--- config.mk ---
export PLATFORM = sky130hd
export DESIGN_NAME = tmr_ctl_top
export DESIGN_NICKNAME = d
export VERILOG_FILES = /design/src/rtl/tmr_pkg.sv /design/src/rtl/tmr_prescaler.sv /design/src/rtl/tmr_extedge.sv /design/src/rtl/tmr_ctlreg.sv /design/src/rtl/tmr_ctl_top.sv
export SDC_FILE = /design/constraint.sdc
export NUM_CORES = 1
export LEC_CHECK = 0
export BUFFER_PORTS_ARGS = -buffer_cell sky130_fd_sc_hd__clkbuf_2
export CAP_MARGIN = 40
export CORE_ASPECT_RATIO = 0.9
export CORE_UTILIZATION = 45
export CTS_CLUSTER_DIAMETER = 50
export DETAILED_ROUTE_END_ITERATION = 10
export GPL_TIMING_DRIVEN = 0
export PLACE_DENSITY = 0.69
export RECOVER_POWER = 50
export SLEW_MARGIN = 15
export SYNTH_ARGS = -nofsm -noshare
export SYNTH_HDL_FRONTEND = slang
export SYNTH_SLANG_ARGS = --single-unit
--- constraint.sdc ---
create_clock -name clk -period 2.8 [get_ports clk]
set_input_delay 0.14 -clock clk [delete_from_list [all_inputs] [get_ports clk]]
set_output_delay 0.14 -clock clk [all_outputs]
set_load 0.1 [all_outputs]
--- src/rtl/tmr_pkg.sv ---
package tmr_pkg;
  localparam int CNT_W  = 8;
  localparam int PRE_W  = 11;
  localparam int SEL_W  = 3;
  localparam int N_DIV  = 7;
  localparam logic [SEL_W-1:0] SEL_EXT = 3'd7;

  typedef struct packed {
    logic [SEL_W-1:0] sel;
    logic             flag;
    logic             rld_n;
    logic             pol;
    logic             edg;
  } ctl_t;

  function automatic int div_log(input int code);
    case (code)
      0: div_log = 11;
      1: div_log = 9;
      2: div_log = 6;
      3: div_log = 3;
      4: div_log = 2;
      5: div_log = 1;
      default: div_log = 0;
    endcase
  endfunction
endpackage

--- src/rtl/tmr_prescaler.sv ---
module tmr_prescaler import tmr_pkg::*; #(
  parameter int PW = PRE_W
) (
  input  logic             clk,
  input  logic             rst,
  input  logic [SEL_W-1:0] sel,
  output logic             tick
);
  logic [PW-1:0]    pre_q;
  logic [N_DIV-1:0] tick_v;

  always_ff @(posedge clk) begin
    if (rst) pre_q <= '0;
    else     pre_q <= pre_q + 1'b1;
  end

  for (genvar g = 0; g < N_DIV; g++) begin : g_div
    localparam int LG = div_log(g);
    localparam logic [PW-1:0] MASK = PW'((1 << LG) - 1);
    assign tick_v[g] = ((pre_q & MASK) == MASK);
  end

  always_comb begin
    tick = 1'b0;
    if (sel != SEL_EXT) tick = tick_v[sel];
  end
endmodule

--- src/rtl/tmr_extedge.sv ---
module tmr_extedge #(
  parameter int SYNC_N = 2
) (
  input  logic clk,
  input  logic rst,
  input  logic pin,
  input  logic rise_sel,
  output logic tick
);
  logic [SYNC_N-1:0] sync_q;
  logic              hist_q;
  logic              cur;

  assign cur = sync_q[SYNC_N-1];

  always_ff @(posedge clk) begin
    if (rst) begin
      sync_q <= '0;
      hist_q <= 1'b0;
    end else begin
      sync_q <= {sync_q[SYNC_N-2:0], pin};
      hist_q <= cur;
    end
  end

  assign tick = rise_sel ? (cur & ~hist_q) : (~cur & hist_q);
endmodule

--- src/rtl/tmr_ctlreg.sv ---
module tmr_ctlreg import tmr_pkg::*; #(
  parameter int CW = CNT_W
) (
  input  logic          clk,
  input  logic          rst,
  input  logic          wr_en,
  input  logic [7:0]    wr_data,
  input  logic          int_ack,
  input  logic          ovf_evt,
  input  logic [CW-1:0] cnt,
  output ctl_t          ctl,
  output logic [CW-1:0] cap
);
  logic cap_pend;

  always_ff @(posedge clk) begin
    if (rst) begin
      ctl      <= '0;
      cap_pend <= 1'b0;
      cap      <= '0;
    end else begin
      if (wr_en) begin
        ctl.sel   <= wr_data[7:5];
        ctl.rld_n <= wr_data[3];
        ctl.pol   <= wr_data[2];
        ctl.edg   <= wr_data[1];
      end
      if (ovf_evt)                      ctl.flag <= 1'b1;
      else if (wr_en && !wr_data[4])    ctl.flag <= 1'b0;
      else if (int_ack)                 ctl.flag <= 1'b0;
      if (cap_pend) cap <= cnt;
      cap_pend <= wr_en && wr_data[0];
    end
  end
endmodule

--- src/rtl/tmr_ctl_top.sv ---
module tmr_ctl_top import tmr_pkg::*; #(
  parameter int CW = CNT_W,
  parameter int PW = PRE_W
) (
  input  logic          clk,
  input  logic          rst,
  input  logic          wr_en,
  input  logic [7:0]    wr_data,
  output logic [7:0]    ctl_rdata,
  input  logic          ext_clk,
  input  logic          int_ack,
  output logic [CW-1:0] cnt_val,
  output logic [CW-1:0] cap_data,
  output logic          idle_lvl,
  output logic          reload_en
);
  localparam logic [CW-1:0] CNT_TOP = {CW{1'b1}};

  ctl_t          ctl;
  logic          pre_tick, ext_tick, tick, ovf_evt;
  logic [CW-1:0] cnt_q;

  tmr_prescaler #(.PW(PW)) u_pre (
    .clk(clk), .rst(rst), .sel(ctl.sel), .tick(pre_tick)
  );

  tmr_extedge #(.SYNC_N(2)) u_ext (
    .clk(clk), .rst(rst), .pin(ext_clk), .rise_sel(ctl.edg), .tick(ext_tick)
  );

  assign tick    = (ctl.sel == SEL_EXT) ? ext_tick : pre_tick;
  assign ovf_evt = tick && (cnt_q == CNT_TOP);

  always_ff @(posedge clk) begin
    if (rst)       cnt_q <= '0;
    else if (tick) cnt_q <= cnt_q + 1'b1;
  end

  tmr_ctlreg #(.CW(CW)) u_reg (
    .clk(clk), .rst(rst), .wr_en(wr_en), .wr_data(wr_data),
    .int_ack(int_ack), .ovf_evt(ovf_evt), .cnt(cnt_q),
    .ctl(ctl), .cap(cap_data)
  );

  assign cnt_val   = cnt_q;
  assign ctl_rdata = {ctl.sel, ctl.flag, ctl.rld_n, ctl.pol, ctl.edg, 1'b0};
  assign idle_lvl  = ctl.pol;
  assign reload_en = ~ctl.rld_n;
endmodule

Yosys cells after proc, flatten, opt, wreduce, memory -nomap -nowiden
Index checks and enable logic that the tools add are counted.
W data, S select, Z words.
{"block": "totals", "ff_bits": 38, "out_inout_bits": 26, "word_cells": 40}
{"block": "op_classes", "n_addsub": 2, "n_lt_le_gt_ge": 1, "eq_ne": 8, "n_mux": 8, "n_bitwise": 5, "reduce_logical": 5}
{"cell": "$add A11 B1 Y11 const B", "count": 1}
{"cell": "$eq A11 B11 Y1 const B", "count": 1}
{"cell": "$eq A9 B9 Y1 const B", "count": 1}
{"cell": "$add A8 B1 Y8 const B", "count": 1}
{"cell": "$eq A8 B8 Y1 const B", "count": 1}
{"cell": "$mux W1", "count": 7}
{"cell": "$eq A3 B3 Y1 const B", "count": 2}
{"cell": "$eq A6 B6 Y1 const B", "count": 1}
{"cell": "$lt A3 B4 Y1 const B", "count": 1}
{"cell": "$bmux W1 S3", "count": 1}
{"cell": "$logic_and A1 B1 Y1", "count": 3}
{"cell": "$ne A3 B3 Y1 const B", "count": 1}
{"cell": "$not A1 Y1", "count": 3}
{"cell": "$reduce_bool A3 Y1", "count": 1}
{"cell": "$and A1 B1 Y1", "count": 2}
{"cell": "$eq A2 B2 Y1 const B", "count": 1}
{"cell": "$logic_not A1 Y1", "count": 1}

Longest topological paths before layout
{"block": "depth", "word_depth": 7, "depth_mapped": 9, "ltp_nobuf": 9}

Cells and area by module
A second synthesis with hierarchy kept.
{"block": "hier_totals", "cells_unflattened": 171, "area_unflattened_um2": 1652.8}
{"mod": "tmr_ctlreg", "instances": 1, "cells_per_inst": 54, "area_per_inst_um2": 586.8, "seq_area_each_um2": 320.3}
{"mod": "tmr_prescaler", "instances": 1, "cells_per_inst": 59, "area_per_inst_um2": 528.0, "seq_area_each_um2": 220.2}
{"mod": "tmr_ctl_top", "instances": 1, "cells_per_inst": 49, "area_per_inst_um2": 436.7, "seq_area_each_um2": 160.2}
{"mod": "tmr_extedge", "instances": 1, "cells_per_inst": 9, "area_per_inst_um2": 101.3, "seq_area_each_um2": 60.1}

Worst setup path before layout
No wires, ideal clock.
{"block": "synth_timing", "path_kind": "reg2reg", "from": "register, netlist name u_reg.ctl[5]", "to": "register cnt_q[6], in the netlist cnt_val[6]", "setup_ps": 123, "arrival_time_ps": 2242, "slack_ps": 434, "path_stages_with_launch": 6, "synth_period_minus_slack_ps": 2366, "path_cell_list": "dfxtp_1 mux2i_1 o21ai_1 o211ai_1 nor3_2 mux2_1"}
{"block": "synth_between", "elab_chain_len": 4, "word_cells_on_any_way": 6, "classes_between": "eq/ne (2); mux (4)"}
{"element": "$bmux W1 S3", "line": "tmr_prescaler.sv:25", "rtl": "if (sel != SEL_EXT) tick = tick_v[sel];"}
{"element": "$mux W1 (implied by the code)", "line": "tmr_prescaler.sv:25"}
{"element": "$mux W1", "line": "tmr_prescaler.sv:25"}
{"element": "$mux W1 *", "line": "tmr_ctl_top.sv:31", "rtl": "assign tick = (ctl.sel == SEL_EXT) ? ext_tick : pre_tick;"}
{"element": "end signal: assignment", "line": "tmr_ctl_top.sv:36", "rtl": "else if (tick) cnt_q <= cnt_q + 1'b1;"}
{"element": "end: declaration", "line": "tmr_ctl_top.sv:21", "rtl": "logic [CW-1:0] cnt_q;"}
Every way passes the cells marked *; elsewhere a longest branch is shown, timed or not. The select of a mux whose other input is x is not followed.
A chain may end at the register's enable or synchronous reset.

Worst setup path in the final report
{"block": "layout_timing", "from": "register u_pre.pre_q[0]", "to": "register cnt_q[6], in the netlist cnt_val[6]"}
{"block": "layout_between", "elab_chain_len": 5, "word_cells_on_any_way": 9, "classes_between": "eq/ne (5); mux (4)"}
{"element": "start: declaration", "line": "tmr_prescaler.sv:9", "rtl": "logic [PW-1:0] pre_q;"}
{"element": "start signal: assignment", "line": "tmr_prescaler.sv:14", "rtl": "else pre_q <= pre_q + 1'b1;"}
{"element": "$eq A11 B11 Y1 (tied with other cells)", "line": "tmr_prescaler.sv:20", "rtl": "assign tick_v[g] = ((pre_q & MASK) == MASK);"}
{"element": "$bmux W1 S3 *", "line": "tmr_prescaler.sv:25"}
{"element": "$mux W1 (implied by the code) *", "line": "tmr_prescaler.sv:25"}
{"element": "$mux W1 *", "line": "tmr_prescaler.sv:25"}
{"element": "$mux W1 *", "line": "tmr_ctl_top.sv:31"}
Marks and branches as above.

==> metrics.yaml <==
start_util_pct: 49.0
grt_pass1_vias: 1108
cts_buffers: 5
p_leak_nw: 0.797
htree_levels: 2
critical_path_required_ns: 2.98
synth_fa_ha_area_share_pct: 3.23
max_slew_margin_pct: 22.0
synth_nets: 179
yosys.area_share.xor_xnor_pct: 4.52
track_usage_pct: 17.9
syn_avg_cell_area_um2: 9.56
clock_sinks: 38
startpoint_type: "register"
ios: 39
hold-path-cell-count: 2
synth_top_family_by_area: "simple AND/OR/NAND/NOR gates"
synth_edf_count: 0
fin_hold_ws_ns: 0.0633
finalSetupViolCount: 0
fin_setup_tns_ns: 0
layout_commonest_cell: "dfxtp_1"
dieArea_um2: 3680
cts-hold-fix-buffers: 0
insertion_delay_ns: 0.28
cts_tree: "built"
max_cap_viol_count: 0
antenna_found_initial: 0
dp_hpwl_um: 2220
areaGrowthSynthToFinish_pct: 23.3
antenna_left: 0
drive_above_1_share_pct: 18.0
most-common-layout-cells: "dfxtp_1, nor2_1, clkbuf_2"
synth_compound_area_share_pct: 8.32
via_per_inst: 5.15
tightest_slew_ns: 1.18
ys_types: 35
rsz0062_at_grt: "no"
row_count: 19
finClkSkew_ns: 0.00397
port_buffers: 36
yosys_warnings: 0
n_fill_cell: 300
cts_setup_buffers: 0
power_density_nw_per_um2: 656
drtIter0Drc: 57
worstPathArrival_ns: 2.62
finalPower_mw: 1.25
syn_inst: 162
yosys.area_share.simple_pct: 19.4
clock-root-buffer: "clkbuf_8"
die_x_um: 63.8
ctsResizeCount: 0
r2r_slack_ns: 0.35
critPathCaptureType: "register"
hold_path.class: "input port to register"
drc: 0
place.gp.congestion: 0.761
fin_crit_ns: 2.45
seq_area_frac_synth_pct: 49.1
insertedDiodeCount: 0
hold_viol: 0
grt_pass1_wl_um: 4820
ys.flop_type: "dfxtp_1"
period_share_pct: 87.4
path_class: "register to register"
reg2regPathDepth: 9
drt_wl_total_um: 3020
synth_area_um2: 1550
crit_fanout: 7
grt_max_degree: 13
fmax_mhz: 409
grt-ovfl-total: 0
nNetsFinal: 222
path_clk_slew_ns: 0.07
first_pass_iters: 4
vdd_drop_max_v: 0.000340
synth_seq_cells: 38
die_y_um: 57.7
post_drt_wl_per_cell_um: 12.2
vias: 1277
ff_latch_area_um2: 761
clockBufferDepth: 2
muxShareOfSynthArea_pct: 11.1
slew_viol_final: 0
multi_input_area_um2: 724
async_flop_share_pct: 0
outcome: "completed"
core_um2: 3160
-- worst paths after layout --
kind	from	endpoint
worst max-delay path	u_pre.pre_q[0]$_SDFF_PP0_	cnt_val[6]$_SDFFE_PP0P_
worst min-delay path	ext_clk	u_ext.sync_q[0]$_SDFF_PP0_
worst min register to register	u_ext.sync_q[0]$_SDFF_PP0_	u_ext.sync_q[1]$_SDFF_PP0_
worst max register to register	u_pre.pre_q[0]$_SDFF_PP0_	cnt_val[6]$_SDFFE_PP0P_
-- layout make-up --
class                   count  area share (%)
well taps                  42            2.75
inverters                   5           0.983
multi-input cells         110            37.9
clock inverters             2            3.15
clock buffers               6            4.33
repair buffers             36            8.65
flip-flops and latches     38            39.8
plain buffers               9            2.36
-- per-stage QoR --
stage	cells	worst slack (ns)	instance area, um^2	util, %
2_1_floorplan	162	0.434	1550	-
3_3_place_gp	240	0.423	1780	56.4
3_5_place_dp	240	0.361	1780	56.4
4_1_cts	248	0.342	1920	60.9
5_1_grt	248	0.151	1910	60.4
6_report	248	0.353	1910	60.4
-- layer usage --
layer  share of wire (%)  routed length [um]  vias to the layer above  global-route usage, %
li1                    -                   -                      633                      -
met1                  49                1470                      593                   21.8
met5                   0                   0                        -                      0
met3                 7.3                 220                        7                   6.10
met4                 1.8                  55                        0                   8.77
met2                  42                1270                       44                   28.6
-- power breakdown --
part | switching, mW | internal (mW) | total, mW
Combinational | 0.0936 | 0.0307 | 0.124
Sequential | 0.0118 | 0.552 | 0.564
Clock | 0.184 | 0.380 | 0.564
Total | 0.289 | 0.963 | 1.25
-- state kept, by name, summed over array words and instances (netlist names) --
name / cells
u_pre.pre_q: 11
cnt_val: 8
u_reg.cap: 8
u_reg.ctl: 7
u_ext.sync_q: 2
u_ext.hist_q: 1
u_reg.cap_pend: 1
-- cell usage after synthesis, types with 3 or more instances --
cell / number / share of area (%)
dfxtp_1: 38 / 49
a21oi_1: 5 / 1.6
and3_1: 4 / 1.6
nand2_1: 4 / 0.97
inv_1: 5 / 1.2
mux2i_1: 16 / 10
buf_4: 3 / 1.5
nor2b_1: 7 / 2.8
o21ai_0: 5 / 1.6
nor2_1: 28 / 6.8
or3_1: 5 / 2.0
xor2_1: 6 / 3.4
clkbuf_1: 5 / 1.2
nand3_1: 5 / 1.6
ha_1: 4 / 3.2
-- cell families (layout without fill, tap and decap cells) --
group | Yosys count | count (layout)
compound gates | 20 | 20
xor+xnor | 8 | 8
fa+ha+maj | 4 | 4
buf+inv | 14 | 58
flops | 38 | 38
mux | 17 | 17
other cells | 1 | 1
simple gates | 60 | 60
-- critical path: stages, from the launching register on --
cell and delay, ns:
dfxtp_1 0.39, ha_1 0.28, nand3_1 0.18, nor2_1 0.14
ha_1 0.16, mux2i_1 0.07, o21ai_1 0.19, o211ai_1 0.29
nor3_2 0.30, mux2_1 0.34
Power figures use the tool's default switching activity.
